**config.mk**
```make
export PLATFORM = sky130hd
export DESIGN_NAME = miss_merge_dispatch
export DESIGN_NICKNAME = d
export VERILOG_FILES = /design/src/rtl/miss_merge_dispatch.sv
export SDC_FILE = /design/constraint.sdc
export NUM_CORES = 1
export LEC_CHECK = 0
export ABC_AREA = 0
export BUFFER_PORTS_ARGS = -buffer_cell sky130_fd_sc_hd__buf_4
export CAP_MARGIN = 0
export CELL_PAD_IN_SITES_DETAIL_PLACEMENT = 0
export CELL_PAD_IN_SITES_GLOBAL_PLACEMENT = 1
export CORE_ASPECT_RATIO = 0.8
export CORE_MARGIN = 2
export CORE_UTILIZATION = 25
export DETAILED_ROUTE_END_ITERATION = 10
export PLACE_DENSITY_LB_ADDON = 0.3
export SLEW_MARGIN = 15
export SYNTH_ARGS = -nofsm -noshare
export SYNTH_HDL_FRONTEND = slang
export SYNTH_SLANG_ARGS = --single-unit
```
**constraint.sdc**
```tcl
create_clock -name clk -period 8 [get_ports clk]
set_input_delay 1.6 -clock clk [delete_from_list [all_inputs] [get_ports clk]]
set_output_delay 1.6 -clock clk [all_outputs]
set_load 0.02 [all_outputs]
```
**src/rtl/miss_merge_dispatch.sv**
```systemverilog
module miss_merge_dispatch #(
  parameter int NW    = 4,
  parameter int MS    = 3,
  parameter int VPN_W = 20,
  parameter int PFN_W = 20,
  parameter int TAG_W = 8,
  parameter int IW    = (NW > 1) ? $clog2(NW) : 1
) (
  input  logic             clk,
  input  logic             rst_n,
  input  logic             miss_valid,
  output logic             miss_ready,
  input  logic [VPN_W-1:0] miss_vpn,
  input  logic [TAG_W-1:0] miss_tag,
  output logic             walk_start,
  output logic [IW-1:0]    walk_id,
  output logic [VPN_W-1:0] walk_vpn,
  input  logic             done_valid,
  input  logic [IW-1:0]    done_id,
  input  logic [PFN_W-1:0] done_pfn,
  input  logic             done_large,
  output logic             fill_valid,
  output logic [VPN_W-1:0] fill_vpn,
  output logic [PFN_W-1:0] fill_pfn,
  output logic             fill_large,
  output logic             rsp_valid,
  output logic [TAG_W-1:0] rsp_tag,
  output logic [PFN_W-1:0] rsp_pfn,
  output logic             rsp_large
);

  localparam int DEPTH = MS + 1;
  localparam int CW    = $clog2(DEPTH + 1);
  localparam int QD    = 1 << CW;

  logic [NW-1:0]    busy, drn, hit, wlarge;
  logic [VPN_W-1:0] wvpn [NW];
  logic [PFN_W-1:0] wpfn [NW];
  logic [CW-1:0]    cnt  [NW];
  logic [CW-1:0]    rd   [NW];
  logic [TAG_W-1:0] q    [NW][QD];
  logic [IW-1:0]    hit_id, free_id, dr_id;
  logic             free_any, dr_any, hit_any, room;
  logic             acc, do_alloc, do_merge, done_ok, last_pop;

  always_comb begin
    hit      = '0;
    hit_id   = '0;
    free_id  = '0;
    dr_id    = '0;
    free_any = 1'b0;
    dr_any   = 1'b0;
    for (int w = NW - 1; w >= 0; w--) begin
      hit[w] = busy[w] && (wvpn[w] == miss_vpn);
      if (hit[w]) hit_id = IW'(w);
      if (!busy[w]) begin
        free_any = 1'b1;
        free_id  = IW'(w);
      end
      if (drn[w]) begin
        dr_any = 1'b1;
        dr_id  = IW'(w);
      end
    end
  end

  assign hit_any    = |hit;
  assign room       = cnt[hit_id] < CW'(DEPTH);
  assign miss_ready = hit_any ? room : free_any;
  assign acc        = miss_valid && miss_ready;
  assign do_alloc   = acc && !hit_any;
  assign do_merge   = acc && hit_any;
  assign done_ok    = done_valid && busy[done_id] && !drn[done_id];
  assign last_pop   = dr_any && (rd[dr_id] + 1'b1 == cnt[dr_id])
                      && !(do_merge && hit_id == dr_id);

  always_ff @(posedge clk or negedge rst_n) begin
    if (!rst_n) begin
      busy       <= '0;
      drn        <= '0;
      walk_start <= 1'b0;
      walk_id    <= '0;
      walk_vpn   <= '0;
      fill_valid <= 1'b0;
      fill_vpn   <= '0;
      fill_pfn   <= '0;
      fill_large <= 1'b0;
      rsp_valid  <= 1'b0;
      rsp_tag    <= '0;
      rsp_pfn    <= '0;
      rsp_large  <= 1'b0;
      for (int w = 0; w < NW; w++) begin
        cnt[w] <= '0;
        rd[w]  <= '0;
      end
    end else begin
      walk_start <= do_alloc;
      if (do_alloc) begin
        walk_id         <= free_id;
        walk_vpn        <= miss_vpn;
        busy[free_id]   <= 1'b1;
        cnt[free_id]    <= CW'(1);
        rd[free_id]     <= '0;
      end
      if (do_merge) cnt[hit_id] <= cnt[hit_id] + 1'b1;
      fill_valid <= done_ok;
      if (done_ok) begin
        fill_vpn     <= wvpn[done_id];
        fill_pfn     <= done_pfn;
        fill_large   <= done_large;
        drn[done_id] <= 1'b1;
      end
      rsp_valid <= dr_any;
      if (dr_any) begin
        rsp_tag   <= q[dr_id][rd[dr_id]];
        rsp_pfn   <= wpfn[dr_id];
        rsp_large <= wlarge[dr_id];
        rd[dr_id] <= rd[dr_id] + 1'b1;
      end
      if (last_pop) begin
        busy[dr_id] <= 1'b0;
        drn[dr_id]  <= 1'b0;
      end
    end
  end

  always_ff @(posedge clk) begin
    if (do_alloc) begin
      wvpn[free_id] <= miss_vpn;
      q[free_id][0] <= miss_tag;
    end
    if (do_merge) q[hit_id][cnt[hit_id]] <= miss_tag;
    if (done_ok) begin
      wpfn[done_id]   <= done_pfn;
      wlarge[done_id] <= done_large;
    end
  end

  p_no_repeat_walk_r10: assert property (@(posedge clk) disable iff (!rst_n)
    walk_start |=> !(walk_start && walk_vpn == $past(walk_vpn)));

  p_merge_no_walk_r3: assert property (@(posedge clk) disable iff (!rst_n)
    do_merge |=> !walk_start);

  p_fill_on_done_r6: assert property (@(posedge clk) disable iff (!rst_n)
    done_ok |=> fill_valid && fill_pfn == $past(done_pfn));

  p_rsp_from_drain_r7: assert property (@(posedge clk) disable iff (!rst_n)
    rsp_valid |-> $past(dr_any));

  for (genvar g = 0; g < NW; g++) begin : g_chk
    p_no_overflow_r4: assert property (@(posedge clk) disable iff (!rst_n)
      cnt[g] <= CW'(DEPTH));
    p_hold_walk_r8: assert property (@(posedge clk) disable iff (!rst_n)
      (busy[g] && !drn[g]) |=> busy[g]);
  end

endmodule

```
==> impl_metrics.yaml, run 1 <==
finish:
  drive_gt1_share_pct: 20.3
  n_antenna_cell: 0
  syn_to_final_growth_pct: 22.2
  n_fill_cell: 8786
  multi_input_area_um2: 6560
  utilization_pct: 31.0
  ff_latch_area_um2: 15800
  fin_area_um2: 27300
  final_nets: 1875
worst_setup_path:
  startpoint_type: "input pin"
  crit_arrival_ns: 4.06
  path_class: "input pin to primary output"
  cp_max_fo: 9
  cp-end-kind: "primary output"
  crit_required_ns: 6.40
detailed_routing:
  dr.pass1.iters: 5
  via_count: 13934
  postRouteWirelength_um: 61500
  ant_nets: 0
  drc: 0
  drt_iter0_drc: 1081
  via_per_inst: 4.56
  route.detailed.wl_per_inst_um: 20.1
floorplanning:
  ioPinCount: 151
  rows: 97
  fp.dieH_um: 271
  core_um2: 88000
  start_util_pct: 25.3
  die_w_um: 338
  dieArea_um2: 91600
sta:
  fin_crit_ns: 5.66
  fin_skew_ns: 0.0537
  fin_hold_ws_ns: 0.471
  finalSetupViolations: 0
  worst_pin_slew_ns: 1.20
  hold_viol: 0
  grt_setup_unrepaired: "no"
  maxSlewViolCount: 0
  fin_crit_sh_pct: 70.7
  timing.fmax_ghz: 0.177
  setup_tns_ns: 0
  slew_headroom_pct: 19.7
clock_network:
  clkLatencyLatePin_ns: 0.66
  cts_buffers: 59
  clk_pin_slew_ns: 0.06
  cts-resized-gates: 0
  post_cts_buffers: 0
  postCtsHoldBufs: 0
  htree_levels: 2
  cts_sinks: 547
  cts_buffer_depth: 3
  tritoncts: "done"
  root_buffer: "clkbuf_16"
global_routing:
  grt_use_total_pct: 13.4
  grt_max_degree: 97
  grt_pass1_vias: 14535
  grt_pass1_wl_um: 93400
  overflow: 0
  antenna_found_initial: 1
synthesis:
  synth_ff_type: "edfxtp_1"
  ys_ff_latch: 547
  syn-cell-area_um2: 22300
  synth_area_leader_cell: "edfxtp_1"
  synth.avg_cell_area_um2: 14.4
  yosys-top-cells-area: "edfxtp_1 (57%), dfrtp_1 (14%), nand2_1 (3.6%)"
  synth_cell_type_count: 83
  synthArstFlopShare_pct: 23.2
  synth_top_area_share_pct: 56.5
  yosysSeqAreaShare_pct: 70.8
  synth-edff-count: 420
  netlist_instances: 1549
  ys_warn_count: 0
power:
  seqPwrFrac_pct: 37.8
  pwr-share-comb_pct: 34.6
  switchingPower_mw: 3.65
  pwr-share-clk_pct: 27.6
  p_leak_nw: 9.86
  intPower_mw: 6.35
  switching_share_pct: 36.5
  power_density_nw_per_um2: 367
  peakVddDrop_uv: 186
place:
  dpl-instance-area_um2: 25300
  port_buffers: 150
  place.gp.congestion: 0.861
  hpwl_um: 37800
hold_path:
  worstHoldPathType: "flip-flop to flip-flop"
run_status:
  status: "complete, no violations"
flow_run:
  cap_violations: 0
path summary, 6_finish.rpt:
check | slack, ns | to | cells after the start | start
max reg2reg | 3.37 | q[0][41] | 8 | wvpn[1][16]
min | 0.47 | rsp_pfn[11] | 2 | wpfn[1][11]
max | 2.34 | miss_ready | 10 | miss_vpn[3]
min in group asynchronous | 1.05 | fill_pfn[12] | 1 | rst_n
max in group asynchronous | 5.69 | rsp_tag[1] | 2 | rst_n
min reg2reg | 0.47 | rsp_pfn[11] | 2 | wpfn[1][11]
cell families (layout without fill, tap and decap cells):
family	after synthesis	count (layout)	synth area share (%)
adders and majority gates	2	2	0.112
other	1	128	0.0168
AOI/OAI and AO/OA	277	277	9.19
buffers and inverters	123	314	2.30
and+or+nand+nor	434	434	9.30
xor gates and xnor gates	84	84	3.30
muxes	81	81	4.99
DFF	547	547	70.8
Yosys cell counts (7+ instances only):
master	count
a21oi_1	52
a221oi_1	66
a222oi_1	22
a31oi_1	19
buf_1	12
clkbuf_1	80
dfrtp_1	127
edfxtp_1	420
inv_1	17
mux2_2	42
mux2i_1	19
mux4_2	20
nand2_1	216
nand3_1	25
nand4_1	27
nor2_1	66
nor2b_1	7
nor3_1	22
nor4_1	17
o21ai_0	35
o22ai_1	14
xnor2_1	66
xor2_1	18
cell type report:
class                   instances  area share [%]
flip-flops and latches        547            57.9
multi-input cells            1006            24.1
clock buffers                  75            5.86
well taps                    1188            5.45
repair buffers                184            5.08
clock inverters                35            1.30
inverters                      20           0.280
stage by stage:
step / setup slack (ns) / total power [mW] / std cells
3_3_place_gp: 2.36 / 7.32 / 2945
3_5_place_dp: 2.25 / 7.35 / 2945
2_1_floorplan: 2.75 / 5.92 / 1676
4_1_cts: 2.33 / 10.1 / 3055
5_1_grt: 2.21 / 10.6 / 3055
6_report: 2.34 / 10.0 / 3055
layer usage:
layer  track usage (%)  share of wire (%)  vias up
li1                  -                  -     6363
met4              3.09                1.9        2
met2              20.9                 45      361
met5                 0              0.021        -
met3              3.15                6.0       77
met1              18.9                 47     7131
power by group through the flow:
stage / logic, mW / clock network, mW / registers (mW)
finish: 3.46 / 2.76 / 3.78
global route: 3.80 / 2.96 / 3.84
CTS: 3.52 / 2.84 / 3.79
global placement: 3.50 / 0 / 3.83
detailed placement: 3.51 / 0 / 3.84
floorplan: 1.89 / 0 / 4.03
critical path: stages:
cell	delay, ns
buf_4	0.15
xor2_1	0.18
or4_1	0.54
or4_4	0.61
nor2_2	0.27
and2_1	0.17
a31oi_1	0.04
o221ai_1	0.18
nand2_1	0.13
buf_4	0.18
sequential cells by signal, indices dropped and copies added, names as in the netlist, 8 cells and up:
register	count
cnt	12
fill_pfn	20
fill_vpn	20
q	256
rd	12
rsp_pfn	20
rsp_tag	8
walk_vpn	20
wpfn	80
wvpn	80
cell usage in the layout, fill, tap and decap left out, drive strengths merged, types with 19 or more instances in the layout:
cell type / Yosys / layout
a21oi: 53 / 53
a221oi: 67 / 67
a222oi: 22 / 22
a31oi: 19 / 19
buf: 23 / 184
clkbuf: 80 / 75
clkinv: 1 / 25
conb: 1 / 128
dfrtp: 127 / 127
edfxtp: 420 / 420
inv: 19 / 22
mux2: 42 / 42
mux2i: 19 / 19
mux4: 20 / 20
nand2: 216 / 216
nand3: 25 / 25
nand4: 27 / 27
nor2: 67 / 67
nor3: 22 / 22
o21ai: 37 / 37
xnor2: 66 / 66
(Power assumes the default switching activity.)
==> run 2: changes to the inputs <==
- clock period: 8 -> 5.5 ns (I/O delays scaled with it)
==> impl_metrics.yaml, run 2 (synthesis results as in run 1) <==
clock_network:
  cts_buffers: 58
  tritoncts: "done"
  postCtsHoldBufs: 0
  post_cts_buffers: 0
  cts-resized-gates: 0
  cts_buffer_depth: 3
  htree_levels: 2
  clk_pin_slew_ns: 0.06
  clkLatencyLatePin_ns: 0.67
  root_buffer: "clkbuf_16"
  cts_sinks: 547
detailed_routing:
  ant_nets: 0
  drt_iter0_drc: 1140
  via_per_inst: 4.56
  postRouteWirelength_um: 60600
  via_count: 13951
  drc: 0
  dr.pass1.iters: 5
  route.detailed.wl_per_inst_um: 19.8
global_routing:
  grt_pass1_vias: 14146
  grt_max_degree: 84
  grt_use_total_pct: 13.2
  grt_pass1_wl_um: 91200
  antenna_found_initial: 1
  overflow: 0
sta:
  fin_crit_sh_pct: 83.7
  fin_crit_ns: 4.60
  hold_viol: 0
  maxSlewViolCount: 0
  grt_setup_unrepaired: "no"
  timing.fmax_ghz: 0.217
  worst_pin_slew_ns: 1.00
  finalSetupViolations: 0
  setup_tns_ns: 0
  slew_headroom_pct: 32.8
  fin_skew_ns: 0.0573
  fin_hold_ws_ns: 0.408
worst_setup_path:
  path_class: "input pin to primary output"
  cp-end-kind: "primary output"
  startpoint_type: "input pin"
  max_stage_delay_ns: 0.61
  path_cells: "buf_4, xor2_1, or4_1, or4_4, nor2_2, and2_1, a31oi_1, o221ai_1, nand2_1, buf_4"
  critical-path-slowest-cell: "or4_4"
  crit_required_ns: 4.40
  crit_path_frequent_cell: "buf_4"
  crit_arrival_ns: 3.50
  cp_max_fo: 9
power:
  peakVddDrop_uv: 289
  power_density_nw_per_um2: 533
  p_leak_nw: 9.88
finish:
  syn_to_final_growth_pct: 22.5
  max_flop_register: "q"
  reg_top3: "q: 256 flops, wpfn: 80 flops, wvpn: 80 flops"
  n_antenna_cell: 0
  final_common_cell: "edfxtp_1"
  utilization_pct: 31.1
  final_nets: 1879
  drive_gt1_share_pct: 20.2
  largest_reg_flops: 256
  fin_area_um2: 27300
  final_cell_mix: "edfxtp_1 (420), nand2_1 (216), buf_4 (186)"
hold_path:
  worstHoldPathType: "input pin to async pin"
place:
  hpwl_um: 38600
  port_buffers: 150
  place.gp.congestion: 0.870
  dpl-instance-area_um2: 25400
floorplanning:
  rows: 97
  die_w_um: 338
  dieArea_um2: 91600
  fp.dieH_um: 271
  start_util_pct: 25.3
  core_um2: 88000
  ioPinCount: 151
run_status:
  status: "complete, no violations"
flow_run:
  cap_violations: 0
-- run 2: layout make-up --
| class | count | area (µm²) |
|---|---|---|
| Clock buffer | 68 | 1490 |
| Clock inverter | 42 | 472 |
| Sequential cell | 547 | 15800 |
| Fill cell | 8821 | 60700 |
| Tap cell | 1188 | 1490 |
| Multi-Input combinational cell | 1006 | 6570 |
| Timing Repair Buffer | 189 | 1450 |
| Inverter | 20 | 76.3 |
-- run 2: per-layer routing --
layer	up-vias	GRT usage [%]	share of wire (%)
met1	7137	19.0	48
met2	359	19.9	44
li1	6373	-	-
met4	2	3.12	1.7
met5	-	0	0.026
met3	80	2.96	6.1
-- run 2: power by group --
part	total, mW	switching, mW	leakage [nW]	internal, mW
Sequential	5.51	0.408	5.41	5.10
Combinational	5.03	3.18	3.52	1.85
Clock	4.02	1.69	0.947	2.33
Total	14.6	5.28	9.88	9.29
-- run 2: final timing paths --
path | start | to | slack (ns) | depth (start not counted)
worst max-delay path | miss_vpn[3] | miss_ready | 0.90 | 10
worst min-delay path | rst_n | fill_pfn[13] | 0.41 | 1
max in group asynchronous | rst_n | fill_vpn[3] | 4.05 | 2
worst min register to register | fill_pfn[0] | fill_pfn[0] | 0.47 | 2
worst max register to register | drn[1] | rsp_tag[6] | 1.28 | 11
min in group clk | fill_pfn[0] | fill_pfn[0] | 0.47 | 2
-- run 2: through the flow --
step	worst slack (ns)	power, mW	std cells
2_1_floorplan	1.24	8.61	1676
3_3_place_gp	0.599	10.7	2950
3_5_place_dp	0.581	10.7	2950
4_1_cts	0.879	14.8	3060
5_1_grt	0.775	15.5	3060
6_report	0.896	14.6	3060
-- run 2: worst max-delay path: cells and delay by family --
family                 cells  cell delay [ns]
buffers and inverters      2             0.33
XOR/XNOR                   1             0.17
AO/OA/AOI/OAI              2             0.23
AND/OR/NAND/NOR            5             1.67
==> run 3: changes to the inputs <==
- clock period: 5.5 -> 4.25 ns (I/O delays scaled with it)
==> impl_metrics.yaml, run 3 (synthesis results as in run 1) <==
detailed_routing:
  drc: 0
  drt_iter0_drc: 1005
  via_per_inst: 4.56
  ant_nets: 0
  dr.pass1.iters: 5
  route.detailed.wl_per_inst_um: 20.3
  via_count: 14107
  postRouteWirelength_um: 62900
finish:
  drive_gt1_share_pct: 22.0
  syn_to_final_growth_pct: 24.1
  final_cell_mix: "edfxtp_1 (420), buf_4 (216), nand2_1 (215)"
  final_nets: 1916
  final_common_cell: "edfxtp_1"
  n_antenna_cell: 0
  n_fill_cell: 8769
  instances_no_fill: 3096
  reg_top3: "q: 256 flops, wpfn: 80 flops, wvpn: 80 flops"
  max_flop_register: "q"
  largest_reg_flops: 256
sta:
  fin_crit_sh_pct: 97.1
  maxSlewViolCount: 0
  hold_viol: 0
  setup_tns_ns: 0
  fin_crit_ns: 4.13
  slew_headroom_pct: 35.6
  timing.fmax_ghz: 0.242
  worst_pin_slew_ns: 0.967
  finalSetupViolations: 0
  fin_skew_ns: 0.0391
  grt_setup_unrepaired: "no"
global_routing:
  grt_pass1_vias: 14673
  antenna_found_initial: 1
  grt_max_degree: 88
  overflow: 0
  grt_use_total_pct: 13.7
  grt_pass1_wl_um: 94900
worst_setup_path:
  crit_arrival_ns: 3.28
  startpoint_type: "input pin"
  startpoint: "miss_vpn[11]"
  path_class: "input pin to primary output"
  crit_required_ns: 3.40
  timing.rr.start: "wvpn[3][18]"
  cp-end-kind: "primary output"
  cp_max_fo: 8
clock_network:
  cts-resized-gates: 0
  clk_pin_slew_ns: 0.06
  htree_levels: 2
  post_cts_buffers: 0
  tritoncts: "done"
  cts_buffers: 58
  clkLatencyLatePin_ns: 0.65
  cts_buffer_depth: 3
  cts_sinks: 547
  postCtsHoldBufs: 0
  root_buffer: "clkbuf_16"
floorplanning:
  start_util_pct: 25.3
  dieArea_um2: 91600
  core_um2: 88000
  die_w_um: 338
  ioPinCount: 151
  rows: 97
  fp.dieH_um: 271
run_status:
  status: "complete, no violations"
power:
  power_density_nw_per_um2: 692
  peakVddDrop_uv: 425
  p_leak_nw: 10.1
flow_run:
  cap_violations: 0
place:
  hpwl_um: 39800
  dp.cells: 2987
  port_buffers: 150
  place.gp.congestion: 0.841
hold_path:
  worstHoldPathType: "input pin to async pin"
[run 3: cell types whose count changed in the layout (fill, tap and decap cells not counted), moves of 2 or more]
cell | before | now
clkinv_4 | 1 | 3
clkbuf_16 | 58 | 62
bufinv_16 | 8 | 4
buf_4 | 186 | 216
clkbuf_8 | 0 | 3
clkinv_2 | 15 | 13
clkinv_16 | 2 | 0
buf_12 | 2 | 9
clkinv_1 | 11 | 7
[run 3: path summary, 6_finish.rpt]
| path | end | slack [ns] | cells after the start |
|---|---|---|---|
| worst max-delay path | miss_ready | 0.12 | 10 |
| worst min-delay path | fill_pfn[13] | 0.36 | 1 |
| worst max register to register | q[1][59] | 0.45 | 9 |
| worst min register to register | rsp_pfn[11] | 0.47 | 2 |
| max in group asynchronous | rd[10] | 2.99 | 2 |
| min in group clk | wpfn[2][1] | 0.42 | 1 |
[run 3: stage by stage]
stage               cell area, µm²  hold WS [ns]  setup slack (ns)  total power, mW  utilization (%)
finish                       27700         0.363             0.124             19.1             31.5
global placement             25700         0.456            0.0179             14.1             29.2
global route                 27700         0.392            0.0225             20.3             31.5
CTS                          27700         0.357            0.0186             19.5             31.5
detailed placement           25700         0.462           -0.0714             14.2             29.2
floorplan                    22800         0.446             0.245             11.1                -
[run 3: power by group]
part | internal, mW | switching [mW] | total [mW] | leakage (nW)
sequential | 6.61 | 0.465 | 7.07 | 5.41
clock | 2.96 | 2.21 | 5.17 | 0.947
combinational | 2.58 | 4.32 | 6.90 | 3.73
[run 3: critical path, cell delays in order]
cell      delay, ns
buf_4          0.12
buf_4          0.16
xnor2_1        0.35
nand4_1        0.13
or4_1          0.61
a211o_1        0.36
o221a_2        0.30
o221ai_1       0.08
nand2_1        0.13
buf_4          0.18
[run 3: area by class of cell]
class	count	area (µm²)	share of cell area, %
well taps	1188	1490	5.37
inverters	20	76.3	0.276
clock buffers	75	1630	5.89
repair buffers	226	1810	6.55
multi-input cells	1006	6570	23.7
clock inverters	34	310	1.12
flip-flops and latches	547	15800	57.1
[run 3: layer usage]
| metal | GRT usage, % | vias up | share of wire [%] |
|---|---|---|---|
| met2 | 20.8 | 354 | 44 |
| met3 | 3.36 | 80 | 6.2 |
| met5 | 0 | - | 0.025 |
| li1 | - | 6451 | - |
| met4 | 3.24 | 2 | 1.8 |
| met1 | 19.5 | 7220 | 48 |
